--- src/rtl/qmq_pkg.sv ---
package qmq_pkg;
    localparam int NQ    = 4;
    localparam int QW    = $clog2(NQ);
    localparam int SEL_W = $clog2(2 + 2 * NQ);

    localparam int Q_IN_FREE  = 0;
    localparam int Q_IN_POST  = 1;
    localparam int Q_OUT_POST = 2;
    localparam int Q_OUT_FREE = 3;

    typedef enum logic [1:0] {
        ST_IDLE,
        ST_XFER,
        ST_REFUSE
    } port_state_e;

    // select of the pointer that software owns for queue q
    function automatic int sw_sel(input int q);
        return 2 + 2 * q + (q % 2);
    endfunction
endpackage

--- src/rtl/qmq_ring.sv ---
module qmq_ring #(
    parameter int OFF_W        = 19,
    parameter bit SW_OWNS_HEAD = 1'b1
) (
    input  logic             clk,
    input  logic             rst_n,
    input  logic             clear,
    input  logic             hw_step,
    input  logic             sw_load,
    input  logic [OFF_W-1:0] span,
    input  logic [OFF_W-1:0] sw_off,
    output logic [OFF_W-1:0] head_off,
    output logic [OFF_W-1:0] tail_off,
    output logic             empty,
    output logic             full
);
    function automatic logic [OFF_W-1:0] bump(input logic [OFF_W-1:0] x,
                                              input logic [OFF_W-1:0] lim);
        logic [OFF_W:0] s;
        s = {1'b0, x} + (OFF_W+1)'(4);
        return (s >= {1'b0, lim}) ? '0 : s[OFF_W-1:0];
    endfunction

    logic [OFF_W-1:0] head_q, tail_q, head_n, tail_n;

    generate
        if (SW_OWNS_HEAD) begin : g_sw_head
            always_comb begin
                head_n = head_q;
                tail_n = tail_q;
                if (sw_load) head_n = sw_off;
                if (hw_step) tail_n = bump(tail_q, span);
            end
        end else begin : g_sw_tail
            always_comb begin
                head_n = head_q;
                tail_n = tail_q;
                if (sw_load) tail_n = sw_off;
                if (hw_step) head_n = bump(head_q, span);
            end
        end
    endgenerate

    always_ff @(posedge clk or negedge rst_n) begin
        if (!rst_n) begin
            head_q <= '0;
            tail_q <= '0;
        end else if (clear) begin
            head_q <= '0;
            tail_q <= '0;
        end else begin
            head_q <= head_n;
            tail_q <= tail_n;
        end
    end

    assign head_off = head_q;
    assign tail_off = tail_q;
    assign empty    = (head_q == tail_q);
    assign full     = (bump(head_q, span) == tail_q);
endmodule

--- src/rtl/qmq_regs.sv ---
module qmq_regs
    import qmq_pkg::*;
#(
    parameter int ADDR_W    = 32,
    parameter int SIZE_W    = 5,
    parameter int UNIT_LOG2 = 14,
    parameter int BASE_BITS = 12,
    parameter int OFF_W     = 19
) (
    input  logic                        clk,
    input  logic                        rst_n,
    input  logic                        cfg_we,
    input  logic [SEL_W-1:0]            cfg_sel,
    input  logic [ADDR_W-1:0]           cfg_wdata,
    input  logic [SEL_W-1:0]            cfg_rsel,
    output logic [ADDR_W-1:0]           cfg_rdata,
    input  logic [NQ-1:0][OFF_W-1:0]    head_off,
    input  logic [NQ-1:0][OFF_W-1:0]    tail_off,
    output logic                        q_on,
    output logic                        clear,
    output logic [OFF_W-1:0]            span,
    output logic [NQ-1:0][ADDR_W-1:0]   region_start,
    output logic [NQ-1:0]               sw_load,
    output logic [NQ-1:0][OFF_W-1:0]    sw_off
);
    localparam int LOW_W = ADDR_W - BASE_BITS;

    logic                 en_q;
    logic [SIZE_W-1:0]    code_q;
    logic [BASE_BITS-1:0] base_q;
    logic [ADDR_W-1:0]    base_addr;

    always_ff @(posedge clk or negedge rst_n) begin
        if (!rst_n) begin
            en_q   <= 1'b0;
            code_q <= '0;
            base_q <= '0;
        end else if (cfg_we) begin
            if (cfg_sel == SEL_W'(0)) begin
                en_q   <= cfg_wdata[0];
                code_q <= cfg_wdata[SIZE_W:1];
            end
            if (cfg_sel == SEL_W'(1)) begin
                base_q <= cfg_wdata[ADDR_W-1 -: BASE_BITS];
            end
        end
    end

    assign base_addr = {base_q, {LOW_W{1'b0}}};
    assign span      = {code_q, {UNIT_LOG2{1'b0}}};
    assign q_on      = en_q && (code_q != '0);
    assign clear     = cfg_we && (cfg_sel == SEL_W'(0));

    generate
        for (genvar q = 0; q < NQ; q++) begin : g_q
            logic [ADDR_W-1:0] diff;
            logic              fits;
            assign region_start[q] = base_addr + ADDR_W'(q) * ADDR_W'(span);
            assign diff            = cfg_wdata - region_start[q];
            assign fits            = (diff < ADDR_W'(span)) && (diff[1:0] == 2'b00);
            assign sw_load[q]      = cfg_we && (cfg_sel == SEL_W'(sw_sel(q))) && fits;
            assign sw_off[q]       = diff[OFF_W-1:0];
        end
    endgenerate

    always_comb begin
        cfg_rdata = '0;
        if (cfg_rsel == SEL_W'(0)) begin
            cfg_rdata = ADDR_W'({code_q, en_q});
        end else if (cfg_rsel == SEL_W'(1)) begin
            cfg_rdata = base_addr;
        end else begin
            for (int q = 0; q < NQ; q++) begin
                if (cfg_rsel == SEL_W'(2 + 2 * q))
                    cfg_rdata = region_start[q] + ADDR_W'(head_off[q]);
                if (cfg_rsel == SEL_W'(3 + 2 * q))
                    cfg_rdata = region_start[q] + ADDR_W'(tail_off[q]);
            end
        end
    end
endmodule

--- src/rtl/qmq_port_fsm.sv ---
module qmq_port_fsm
    import qmq_pkg::*;
#(
    parameter int DATA_W = 32
) (
    input  logic              clk,
    input  logic              rst_n,
    input  logic              q_on,
    input  logic              host_req,
    input  logic              host_port,
    input  logic              host_we,
    input  logic [NQ-1:0]     q_empty,
    input  logic [NQ-1:0]     q_full,
    input  logic [DATA_W-1:0] mem_rdata,
    output logic              host_ready,
    output logic              host_done,
    output logic              host_miss,
    output logic [DATA_W-1:0] host_rdata,
    output logic              mem_req,
    output logic              mem_we,
    output logic [QW-1:0]     cur_q,
    output logic [NQ-1:0]     hw_step
);
    port_state_e st_q, st_n;
    logic [QW-1:0] q_q, pick;
    logic          blocked;

    // queue index: {port, we} -> 0 in-free, 1 in-post, 2 out-post, 3 out-free
    assign pick    = {host_port, host_we};
    assign blocked = host_we ? q_full[pick] : q_empty[pick];

    always_comb begin
        st_n = st_q;
        unique case (st_q)
            ST_IDLE:   if (host_req && q_on) st_n = blocked ? ST_REFUSE : ST_XFER;
            ST_XFER:   st_n = ST_IDLE;
            ST_REFUSE: st_n = ST_IDLE;
            default:   st_n = ST_IDLE;
        endcase
    end

    always_ff @(posedge clk or negedge rst_n) begin
        if (!rst_n) begin
            st_q <= ST_IDLE;
            q_q  <= '0;
        end else begin
            st_q <= st_n;
            if (st_q == ST_IDLE && host_req && q_on) q_q <= pick;
        end
    end

    always_comb begin
        host_ready = 1'b0;
        host_done  = 1'b0;
        host_miss  = 1'b0;
        host_rdata = '0;
        mem_req    = 1'b0;
        mem_we     = 1'b0;
        hw_step    = '0;
        unique case (st_q)
            ST_IDLE: host_ready = 1'b1;
            ST_XFER: begin
                host_done   = 1'b1;
                mem_req     = 1'b1;
                mem_we      = q_q[0];
                host_rdata  = q_q[0] ? '0 : mem_rdata;
                hw_step[q_q] = 1'b1;
            end
            ST_REFUSE: begin
                host_done  = 1'b1;
                host_miss  = 1'b1;
                host_rdata = q_q[0] ? '0 : '1;
            end
            default: host_ready = 1'b0;
        endcase
    end

    assign cur_q = q_q;
endmodule

--- src/rtl/qmq_top.sv ---
module qmq_top
    import qmq_pkg::*;
#(
    parameter int ADDR_W    = 32,
    parameter int SIZE_W    = 5,
    parameter int UNIT_LOG2 = 14,
    parameter int BASE_BITS = 12
) (
    input  logic              clk,
    input  logic              rst_n,
    input  logic              cfg_we,
    input  logic [SEL_W-1:0]  cfg_sel,
    input  logic [ADDR_W-1:0] cfg_wdata,
    input  logic [SEL_W-1:0]  cfg_rsel,
    output logic [ADDR_W-1:0] cfg_rdata,
    input  logic              host_req,
    input  logic              host_port,
    input  logic              host_we,
    output logic              host_ready,
    output logic              host_done,
    output logic              host_miss,
    output logic [ADDR_W-1:0] host_rdata,
    output logic              mem_req,
    output logic              mem_we,
    output logic [ADDR_W-1:0] mem_addr,
    input  logic [ADDR_W-1:0] mem_rdata,
    output logic [NQ-1:0]     q_empty,
    output logic [NQ-1:0]     q_full,
    output logic              post_irq
);
    localparam int OFF_W = SIZE_W + UNIT_LOG2;

    logic                      q_on, clear;
    logic [OFF_W-1:0]          span;
    logic [NQ-1:0][ADDR_W-1:0] region_start;
    logic [NQ-1:0]             sw_load, hw_step;
    logic [NQ-1:0][OFF_W-1:0]  sw_off, head_off, tail_off, hw_ptr;
    logic [QW-1:0]             cur_q;

    qmq_regs #(
        .ADDR_W(ADDR_W), .SIZE_W(SIZE_W), .UNIT_LOG2(UNIT_LOG2),
        .BASE_BITS(BASE_BITS), .OFF_W(OFF_W)
    ) u_regs (
        .clk(clk), .rst_n(rst_n), .cfg_we(cfg_we), .cfg_sel(cfg_sel),
        .cfg_wdata(cfg_wdata), .cfg_rsel(cfg_rsel), .cfg_rdata(cfg_rdata),
        .head_off(head_off), .tail_off(tail_off), .q_on(q_on), .clear(clear),
        .span(span), .region_start(region_start), .sw_load(sw_load), .sw_off(sw_off)
    );

    generate
        for (genvar q = 0; q < NQ; q++) begin : g_ring
            qmq_ring #(.OFF_W(OFF_W), .SW_OWNS_HEAD((q % 2) == 0)) u_ring (
                .clk(clk), .rst_n(rst_n), .clear(clear), .hw_step(hw_step[q]),
                .sw_load(sw_load[q]), .span(span), .sw_off(sw_off[q]),
                .head_off(head_off[q]), .tail_off(tail_off[q]),
                .empty(q_empty[q]), .full(q_full[q])
            );
            // even queues are drained by the host, odd queues are filled by it
            assign hw_ptr[q] = (q % 2 == 1) ? head_off[q] : tail_off[q];
        end
    endgenerate

    qmq_port_fsm #(.DATA_W(ADDR_W)) u_fsm (
        .clk(clk), .rst_n(rst_n), .q_on(q_on), .host_req(host_req),
        .host_port(host_port), .host_we(host_we), .q_empty(q_empty), .q_full(q_full),
        .mem_rdata(mem_rdata), .host_ready(host_ready), .host_done(host_done),
        .host_miss(host_miss), .host_rdata(host_rdata), .mem_req(mem_req),
        .mem_we(mem_we), .cur_q(cur_q), .hw_step(hw_step)
    );

    assign mem_addr = region_start[cur_q] + ADDR_W'(hw_ptr[cur_q]);
    assign post_irq = q_on && !q_empty[Q_IN_POST];
endmodule

--- config.mk ---
export PLATFORM = sky130hd
export DESIGN_NAME = qmq_top
export DESIGN_NICKNAME = d
export VERILOG_FILES = /design/src/rtl/qmq_pkg.sv /design/src/rtl/qmq_ring.sv /design/src/rtl/qmq_regs.sv /design/src/rtl/qmq_port_fsm.sv /design/src/rtl/qmq_top.sv
export SDC_FILE = /design/constraint.sdc
export NUM_CORES = 1
export LEC_CHECK = 0
export BUFFER_PORTS_ARGS = -buffer_cell sky130_fd_sc_hd__buf_2
export CORE_MARGIN = 4
export CORE_UTILIZATION = 45
export CTS_CLUSTER_DIAMETER = 150
export DETAILED_ROUTE_END_ITERATION = 8
export GPL_TIMING_DRIVEN = 0
export PLACE_DENSITY = 0.73
export SLEW_MARGIN = 20
export SYNTH_ARGS = -nofsm -noshare
export SYNTH_HDL_FRONTEND = slang
export SYNTH_SLANG_ARGS = --single-unit
--- constraint.sdc ---
create_clock -name clk -period 12.9 [get_ports clk]
set_input_delay 1.935 -clock clk [delete_from_list [all_inputs] [get_ports clk]]
set_output_delay 1.935 -clock clk [all_outputs]
set_load 0.01 [all_outputs]
==> results of run 1 <==
worst paths after layout:
| path | endpoint | cells past startpoint | slack, ns | startpoint |
|---|---|---|---|---|
| max in group asynchronous | u_fsm.cur_q[0] | 3 | 10.60 | rst_n |
| worst min register to register | g_ring[2].u_ring.head_off[1] | 1 | 0.56 | g_ring[2].u_ring.head_off[1] |
| worst min-delay path | g_ring[2].u_ring.head_off[1] | 1 | 0.56 | g_ring[2].u_ring.head_off[1] |
| min in group asynchronous | g_ring[0].u_ring.head_off[18] | 2 | 1.45 | rst_n |
| worst max register to register | g_ring[3].u_ring.tail_off[9] | 22 | 5.85 | u_regs.code_q[3] |
| worst max-delay path | mem_addr[30] | 17 | 4.97 | u_fsm.cur_q[0] |
kinds of logic after synthesis:
logic type,synth area share (%)
compound gates,22.61
xor+xnor,11.52
simple gates,23.03
flops,20.97
fa+ha+maj,9.675
buf+inv,6.333
mux,5.864
layout by cell type (no fill, tap or decap), types with 25 or more instances in the layout:
| cell | synthesis | routed |
|---|---|---|
| a22oi_1 | 26 | 26 |
| xnor2_1 | 139 | 139 |
| buf_2 | 41 | 228 |
| dfrtp_1 | 170 | 170 |
| nor2b_1 | 25 | 25 |
| inv_1 | 108 | 108 |
| o21ai_0 | 141 | 141 |
| nand4_1 | 41 | 41 |
| a21o_1 | 42 | 42 |
| a21oi_1 | 129 | 129 |
| nand3_1 | 100 | 100 |
| nor4_1 | 58 | 56 |
| nor3_1 | 66 | 65 |
| nand2b_1 | 30 | 30 |
| nor2_1 | 153 | 153 |
| xor2_1 | 126 | 126 |
| nand2_1 | 309 | 309 |
| ha_1 | 136 | 136 |
| o211ai_1 | 25 | 25 |
| clkbuf_1 | 121 | 121 |
| mux2i_1 | 75 | 75 |
| a21boi_0 | 37 | 37 |
| a22o_1 | 31 | 31 |
| a31oi_1 | 25 | 25 |
| and3_1 | 35 | 35 |
stage by stage:
step	hold WS, ns	power, W	instance area, um^2
2_1_floorplan	0.4622	0.001996	20290
4_1_cts	0.5489	0.003169	22650
6_report	0.5601	0.003218	22660
5_1_grt	0.5650	0.003400	22650
3_5_place_dp	0.5328	0.002635	22070
3_3_place_gp	0.5188	0.002588	21970
power by group through the flow:
stage / Clock (W) / Sequential [W] / Combinational [W]
after floorplan: 0 / 0.000642 / 0.00135
after global placement: 0 / 0.000681 / 0.00191
after detailed placement: 0 / 0.000682 / 0.00195
after CTS: 0.000531 / 0.000672 / 0.00197
after global routing: 0.000549 / 0.000682 / 0.00217
final: 0.000529 / 0.000680 / 0.00201
critical path: stages, from the launching register on:
cell      delay [ns]
dfrtp_1         0.32
clkbuf_1        0.54
buf_1           0.66
buf_1           0.71
nor2b_1         0.36
a22o_1          0.22
inv_1           0.07
fa_1            0.42
inv_1           0.07
a21oi_1         0.08
o21bai_1        0.22
a21oi_1         0.14
nor4_1          0.54
nand3_1         0.23
or2_2           0.37
nor3_1          0.22
xnor2_1         0.14
buf_2           0.15
state kept, by name, summed over array words and instances, names as in the netlist:
register / count
u_regs.en_q: 1
g_ring.u_ring.tail_off: 72
u_regs.base_q: 12
u_regs.code_q: 5
u_fsm.st_q: 2
g_ring.u_ring.head_off: 76
u_fsm.cur_q: 2
final cells by class:
class	count	share of cell area, %
Multi-Input combinational cell	2122	65.23
Clock inverter	15	0.6792
Antenna cell	2	0.02209
Timing Repair Buffer	191	4.473
Buffer	194	3.816
Clock buffer	17	1.877
Tap cell	592	3.269
Sequential cell	170	18.77
Inverter	112	1.855
metal layers:
layer	global-route usage (%)	vias to the layer above	share of wire (%)
li1	-	9912	-
met1	46.13	10707	40
met2	50.47	1444	43
met3	9.146	299	11
met4	17.54	4	5.8
met5	0	-	0.033
==> impl_metrics.py, run 1 <==
metrics = {
    "outcome": {
        "status": "finished with violations",
        "violations": "design-rule violations",
    },
    "layout": {
        "synthToLayoutAreaGrowth_pct": 11.67,
        "multiInputGateArea_mm2": 0.01478,
        "final_cells": 3415,
        "register_area_mm2": 0.004254,
        "final_core_utilization_pct": 51.02,
        "drive_gt1_share_pct": 12.23,
        "layout.nets": 3034,
        "fill_cells": 4271,
    },
    "critical_path": {
        "crit_type": "reg2out",
        "worst_ep_required_time_ns": 10.97,
        "worstSetupEndpointType": "output port",
        "worst-path-max-fanout": 10,
        "worstSetupStartpointType": "flip-flop",
        "worstPathArrival_ns": 5.99,
    },
    "timing": {
        "period_minus_slack_ns": 7.925,
        "finalHoldViolations": 0,
        "setup_viol": 0,
        "fmax_mhz": 126.2,
        "max_slew_margin_pct": 16.34,
        "finalWorstSetupSlack_ns": 4.975,
        "fin_setup_tns_ns": 0,
        "clock_skew_ns": 0.01174,
        "tightestPinTransition_ns": 1.255,
        "rsz0062_at_grt": "false",
        "post-route-period-util_pct": 61.44,
        "slew_violations": 0,
    },
    "synth": {
        "synth_largest_area_cell": "dfrtp_1",
        "yosysUniqueCellTypes": 95,
        "synthArstFlopShare_pct": 100.0,
        "synth_area_per_cell_um2": 7.810,
        "ys_seq_area_share_pct": 20.97,
        "ys_seq_elements": 170,
        "synth_edf_count": 0,
        "synthFlopType": "dfrtp_1",
        "synthTopCellsByArea": "dfrtp_1 21%, ha_1 8.4%, xnor2_1 6.0%, nand2_1 5.7%, xor2_1 5.4%",
        "synthTopCellsByCount": "309 x nand2_1, 170 x dfrtp_1, 153 x nor2_1, 141 x o21ai_0, 139 x xnor2_1",
        "syn_area_mm2": 0.02029,
        "netlist_instances": 2598,
        "syn_nets": 2824,
        "yosys.area.top_type_share_pct": 20.97,
        "synth.most_common_cell": "nand2_1",
        "yosys_warnings": 0,
    },
    "grt": {
        "grt.overflow.total": 0,
        "grt_max_degree": 87,
        "grt_pass1_wl_um": 126400,
        "grt_usage_pct": 34.24,
        "grt_pass1_vias": 20958,
        "antenna_found_initial": 2,
    },
    "power": {
        "seqPwrFrac_pct": 21.1,
        "p_comb_share_pct": 62.4,
        "cellInternalPower_w": 0.001587,
        "power_density_mw_per_mm2": 142.0,
        "switchingPower_w": 0.001631,
        "clock_power_share_pct": 16.4,
        "leakagePower_nw": 10.44,
        "switching_share_pct": 50.69,
        "peakVddDrop_v": 0.0001016,
    },
    "placed_design": {
        "io_buffers": 187,
        "preCtsSetupSlack_ns": 5.525,
        "place.gp.congestion": 1.071,
        "placedCellCount": 3381,
        "dp_hpwl_um": 67830,
    },
    "clock_tree": {
        "cts-root-buf": "clkbuf_16",
        "cts_resized": 0,
        "cts_setup_buffers": 0,
        "clock_path_buffers": 2,
        "htree_levels": 4,
        "worstSkewPairLatency_ns": 0.50,
        "cts_inserted_buffers": 17,
        "cts_tree": "yes",
        "clock_sinks": 170,
        "clkSlewWorstSetupHoldPaths_ns": 0.07,
        "cts_hold_buf": 0,
    },
    "floorplanning": {
        "design.core.area_mm2": 0.04441,
        "rows": 77,
        "die_w_um": 220.3,
        "dieArea_mm2": 0.04855,
        "initial_core_util_pct": 45.69,
        "ios": 188,
        "die_h_um": 220.3,
    },
    "drt": {
        "drt_first_iter_violations": 2977,
        "wirelength_um": 85760,
        "vias": 22366,
        "drt-vias-per-instance": 6.549,
        "first_pass_iters": 9,
        "drc": 4,
        "wl_per_cell_um": 25.11,
        "ant_nets": 0,
    },
    "job": {
        "maxCapViolations": 0,
    },
    "hold_path": {
        "hold_class": "reg2reg",
    },
}
No activity file was read; power rests on OpenSTA's default activity.
==> inputs of run 2 (changes only) <==
--- a/config.mk
+++ b/config.mk
@@ -5,13 +5,14 @@
 export SDC_FILE = /design/constraint.sdc
 export NUM_CORES = 1
 export LEC_CHECK = 0
+export ABC_AREA = 1
 export BUFFER_PORTS_ARGS = -buffer_cell sky130_fd_sc_hd__buf_2
 export CORE_MARGIN = 4
 export CORE_UTILIZATION = 45
 export CTS_CLUSTER_DIAMETER = 150
 export DETAILED_ROUTE_END_ITERATION = 8
 export GPL_TIMING_DRIVEN = 0
-export PLACE_DENSITY = 0.73
+export PLACE_DENSITY = 0.76
 export SLEW_MARGIN = 20
 export SYNTH_ARGS = -nofsm -noshare
 export SYNTH_HDL_FRONTEND = slang
==> constraint.sdc (replaced) <==
create_clock -name clk -period 7.2 [get_ports clk]
set_input_delay 1.08 -clock clk [delete_from_list [all_inputs] [get_ports clk]]
set_output_delay 1.08 -clock clk [all_outputs]
set_load 0.01 [all_outputs]
==> impl_metrics.py, run 2 <==
metrics = {
    "grt": {
        "grt_usage_pct": 34.32,
        "busiest_layer": "met2",
        "grt_pass1_wl_um": 126900,
        "met3_usage_pct": 7.031,
        "grt_pass1_vias": 21165,
        "grt.overflow.total": 0,
        "antenna_found_initial": 3,
        "grt_util_met1_pct": 45.15,
        "grt_max_degree": 66,
        "grt_use_met2_pct": 51.77,
    },
    "power": {
        "peakVddDrop_v": 0.0002477,
        "leakagePower_nw": 11.26,
        "power_density_mw_per_mm2": 259.2,
        "power.total_w": 0.005862,
    },
    "layout": {
        "drive_gt1_share_pct": 11.72,
        "multiInputGateArea_mm2": 0.01380,
        "final_common_cell": "nand2_1",
        "largest_reg_flops": 76,
        "fill_cells": 4622,
        "num_antenna_cells": 0,
        "synthToLayoutAreaGrowth_pct": 11.42,
        "register_area_mm2": 0.004255,
        "final_cell_mix": "635 x nand2_1, 406 x inv_1, 263 x nor2_1",
        "fin_area_mm2": 0.02262,
        "layout.nets": 3541,
        "final_cells": 3919,
    },
    "synth": {
        "synth_area_per_cell_um2": 6.533,
        "synth_edf_count": 0,
        "synthFlopType": "dfrtp_1",
        "netlist_instances": 3107,
        "synthArstFlopShare_pct": 100.0,
        "synthTopCellsByCount": "635 x nand2_1, 407 x inv_1, 263 x nor2_1, 247 x nand3_1, 189 x o21ai_0",
        "syn_nets": 3333,
        "syn_area_mm2": 0.02030,
        "ys_seq_elements": 170,
        "yosys_warnings": 0,
        "ys_seq_area_share_pct": 20.96,
        "synthTopCellsByArea": "dfrtp_1 21%, nand2_1 12%, ha_1 8.4%, inv_1 7.5%, xor2_1 7.5%",
        "yosys.area.top_type_share_pct": 20.96,
        "synth_largest_area_cell": "dfrtp_1",
        "yosysUniqueCellTypes": 75,
        "synth.most_common_cell": "nand2_1",
    },
    "floorplanning": {
        "die_w_um": 220.4,
        "die_h_um": 220.4,
        "rows": 77,
        "design.core.area_mm2": 0.04441,
        "ios": 188,
        "dieArea_mm2": 0.04857,
        "initial_core_util_pct": 45.71,
    },
    "placed_design": {
        "postPlaceCellArea_mm2": 0.02204,
        "place.gp.congestion": 1.031,
        "io_buffers": 187,
        "placedCellCount": 3888,
        "dp_hpwl_um": 68170,
    },
    "critical_path": {
        "slowest_delay_ns": 0.96,
        "crit_buf_inv": 3,
        "crit_slowest_cell": "inv_1",
        "worstSetupStartpointType": "flip-flop",
        "crit_path_frequent_cell": "nand2_1",
        "worstPathArrival_ns": 5.64,
        "cpLargestDelayFamily": "simple AND/OR/NAND/NOR gates",
        "crit_type": "reg2out",
        "worst-path-max-fanout": 16,
        "worst_ep_required_time_ns": 6.12,
        "worstSetupEndpointType": "output port",
    },
    "clock_tree": {
        "cts_setup_buffers": 0,
        "cts_inserted_buffers": 17,
        "clock_sinks": 170,
        "cts_resized": 0,
        "cts_tree": "yes",
        "cts-root-buf": "clkbuf_16",
        "worstSkewPairLatency_ns": 0.49,
        "htree_levels": 4,
        "clock_path_buffers": 2,
        "cts_hold_buf": 0,
        "clkSlewWorstSetupHoldPaths_ns": 0.07,
    },
    "timing": {
        "period_minus_slack_ns": 6.722,
        "tightestPinTransition_ns": 1.204,
        "fin_setup_tns_ns": 0,
        "rsz0062_at_grt": "false",
        "fmax_mhz": 148.8,
        "setup_viol": 0,
        "clock_skew_ns": 0.01249,
        "slew_violations": 0,
        "finalHoldViolations": 0,
        "post-route-period-util_pct": 93.36,
        "max_slew_margin_pct": 19.61,
    },
    "drt": {
        "drt-vias-per-instance": 5.930,
        "drt_first_iter_violations": 3203,
        "vias": 23241,
        "ant_nets": 0,
        "wirelength_um": 84890,
        "wl_per_cell_um": 21.66,
        "first_pass_iters": 6,
        "drc": 0,
    },
    "job": {
        "maxCapViolations": 0,
    },
    "outcome": {
        "status": "complete, no violations",
    },
    "hold_path": {
        "hold_class": "in2async",
    },
}
run 2: changes by cell type in the layout (fill, tap and decap cells not counted), sizes merged, moves of 63 or more:
cell | before | now
clkbuf | 140 | 77
inv | 116 | 443
mux2i | 75 | 0
nand2 | 309 | 649
nand3 | 100 | 261
nand4 | 42 | 105
nor2 | 156 | 287
o21ai | 150 | 239
xnor2 | 140 | 29
run 2: cell families after synthesis:
group / synth area share [%]
compound gates: 17.62
xor+xnor: 8.796
fa+ha+maj: 9.566
buf+inv: 11.05
flops: 20.96
simple gates: 32.01
run 2: final timing paths:
kind | start | end | slack [ns] | cells past startpoint
min reg2reg | u_fsm.st_q[1] | u_fsm.st_q[1] | 0.51 | 2
max in group asynchronous | rst_n | u_regs.code_q[0] | 5.67 | 3
max | u_regs.code_q[2] | cfg_rdata[31] | 0.48 | 25
min | rst_n | g_ring[0].u_ring.tail_off[10] | 0.50 | 1
max reg2reg | u_regs.code_q[2] | g_ring[3].u_ring.tail_off[13] | 0.76 | 24
min in group clk | u_fsm.st_q[1] | u_fsm.st_q[1] | 0.51 | 2
run 2: final cells by class:
type / count / share of cell area [%]
Inverter: 445 / 7.385
Buffer: 117 / 2.534
Clock buffer: 22 / 2.185
Clock inverter: 9 / 0.3541
Multi-Input combinational cell: 2375 / 61.03
Timing Repair Buffer: 189 / 4.426
Tap cell: 592 / 3.275
Sequential cell: 170 / 18.81
run 2: routing by layer:
layer | part of all wire [%] | routed length [um] | vias to the layer above
met1 | 39 | 33190 | 10678
met4 | 7.6 | 6473 | 6
li1 | - | - | 10852
met2 | 43 | 36280 | 1387
met5 | 0.045 | 38 | -
met3 | 10 | 8898 | 318
run 2: power breakdown:
group	internal [W]	switching (W)
logic	0.00118	0.00243
clock network	0.000494	0.000464
registers	0.00107	0.000224
run 2: through the flow:
step | utilization (%) | hold slack (ns) | setup slack (ns)
global route | 50.92 | 0.5232 | 0.2727
floorplan | - | 0.4731 | 2.332
detailed placement | 49.63 | 0.5060 | 0.9947
finish | 50.92 | 0.5014 | 0.4778
global placement | 49.48 | 0.4986 | 1.058
CTS | 50.92 | 0.5035 | 0.6472
run 2: worst register-to-register path: cells and delay by family, from the launching register on:
kind	cells	cell delay (ns)
and+or+nand+nor	13	1.39
AOI/OAI and AO/OA	4	1.39
adders and majority gates	4	1.25
buffers and inverters	2	1.16
xor gates and xnor gates	1	0.60
DFF	1	0.56
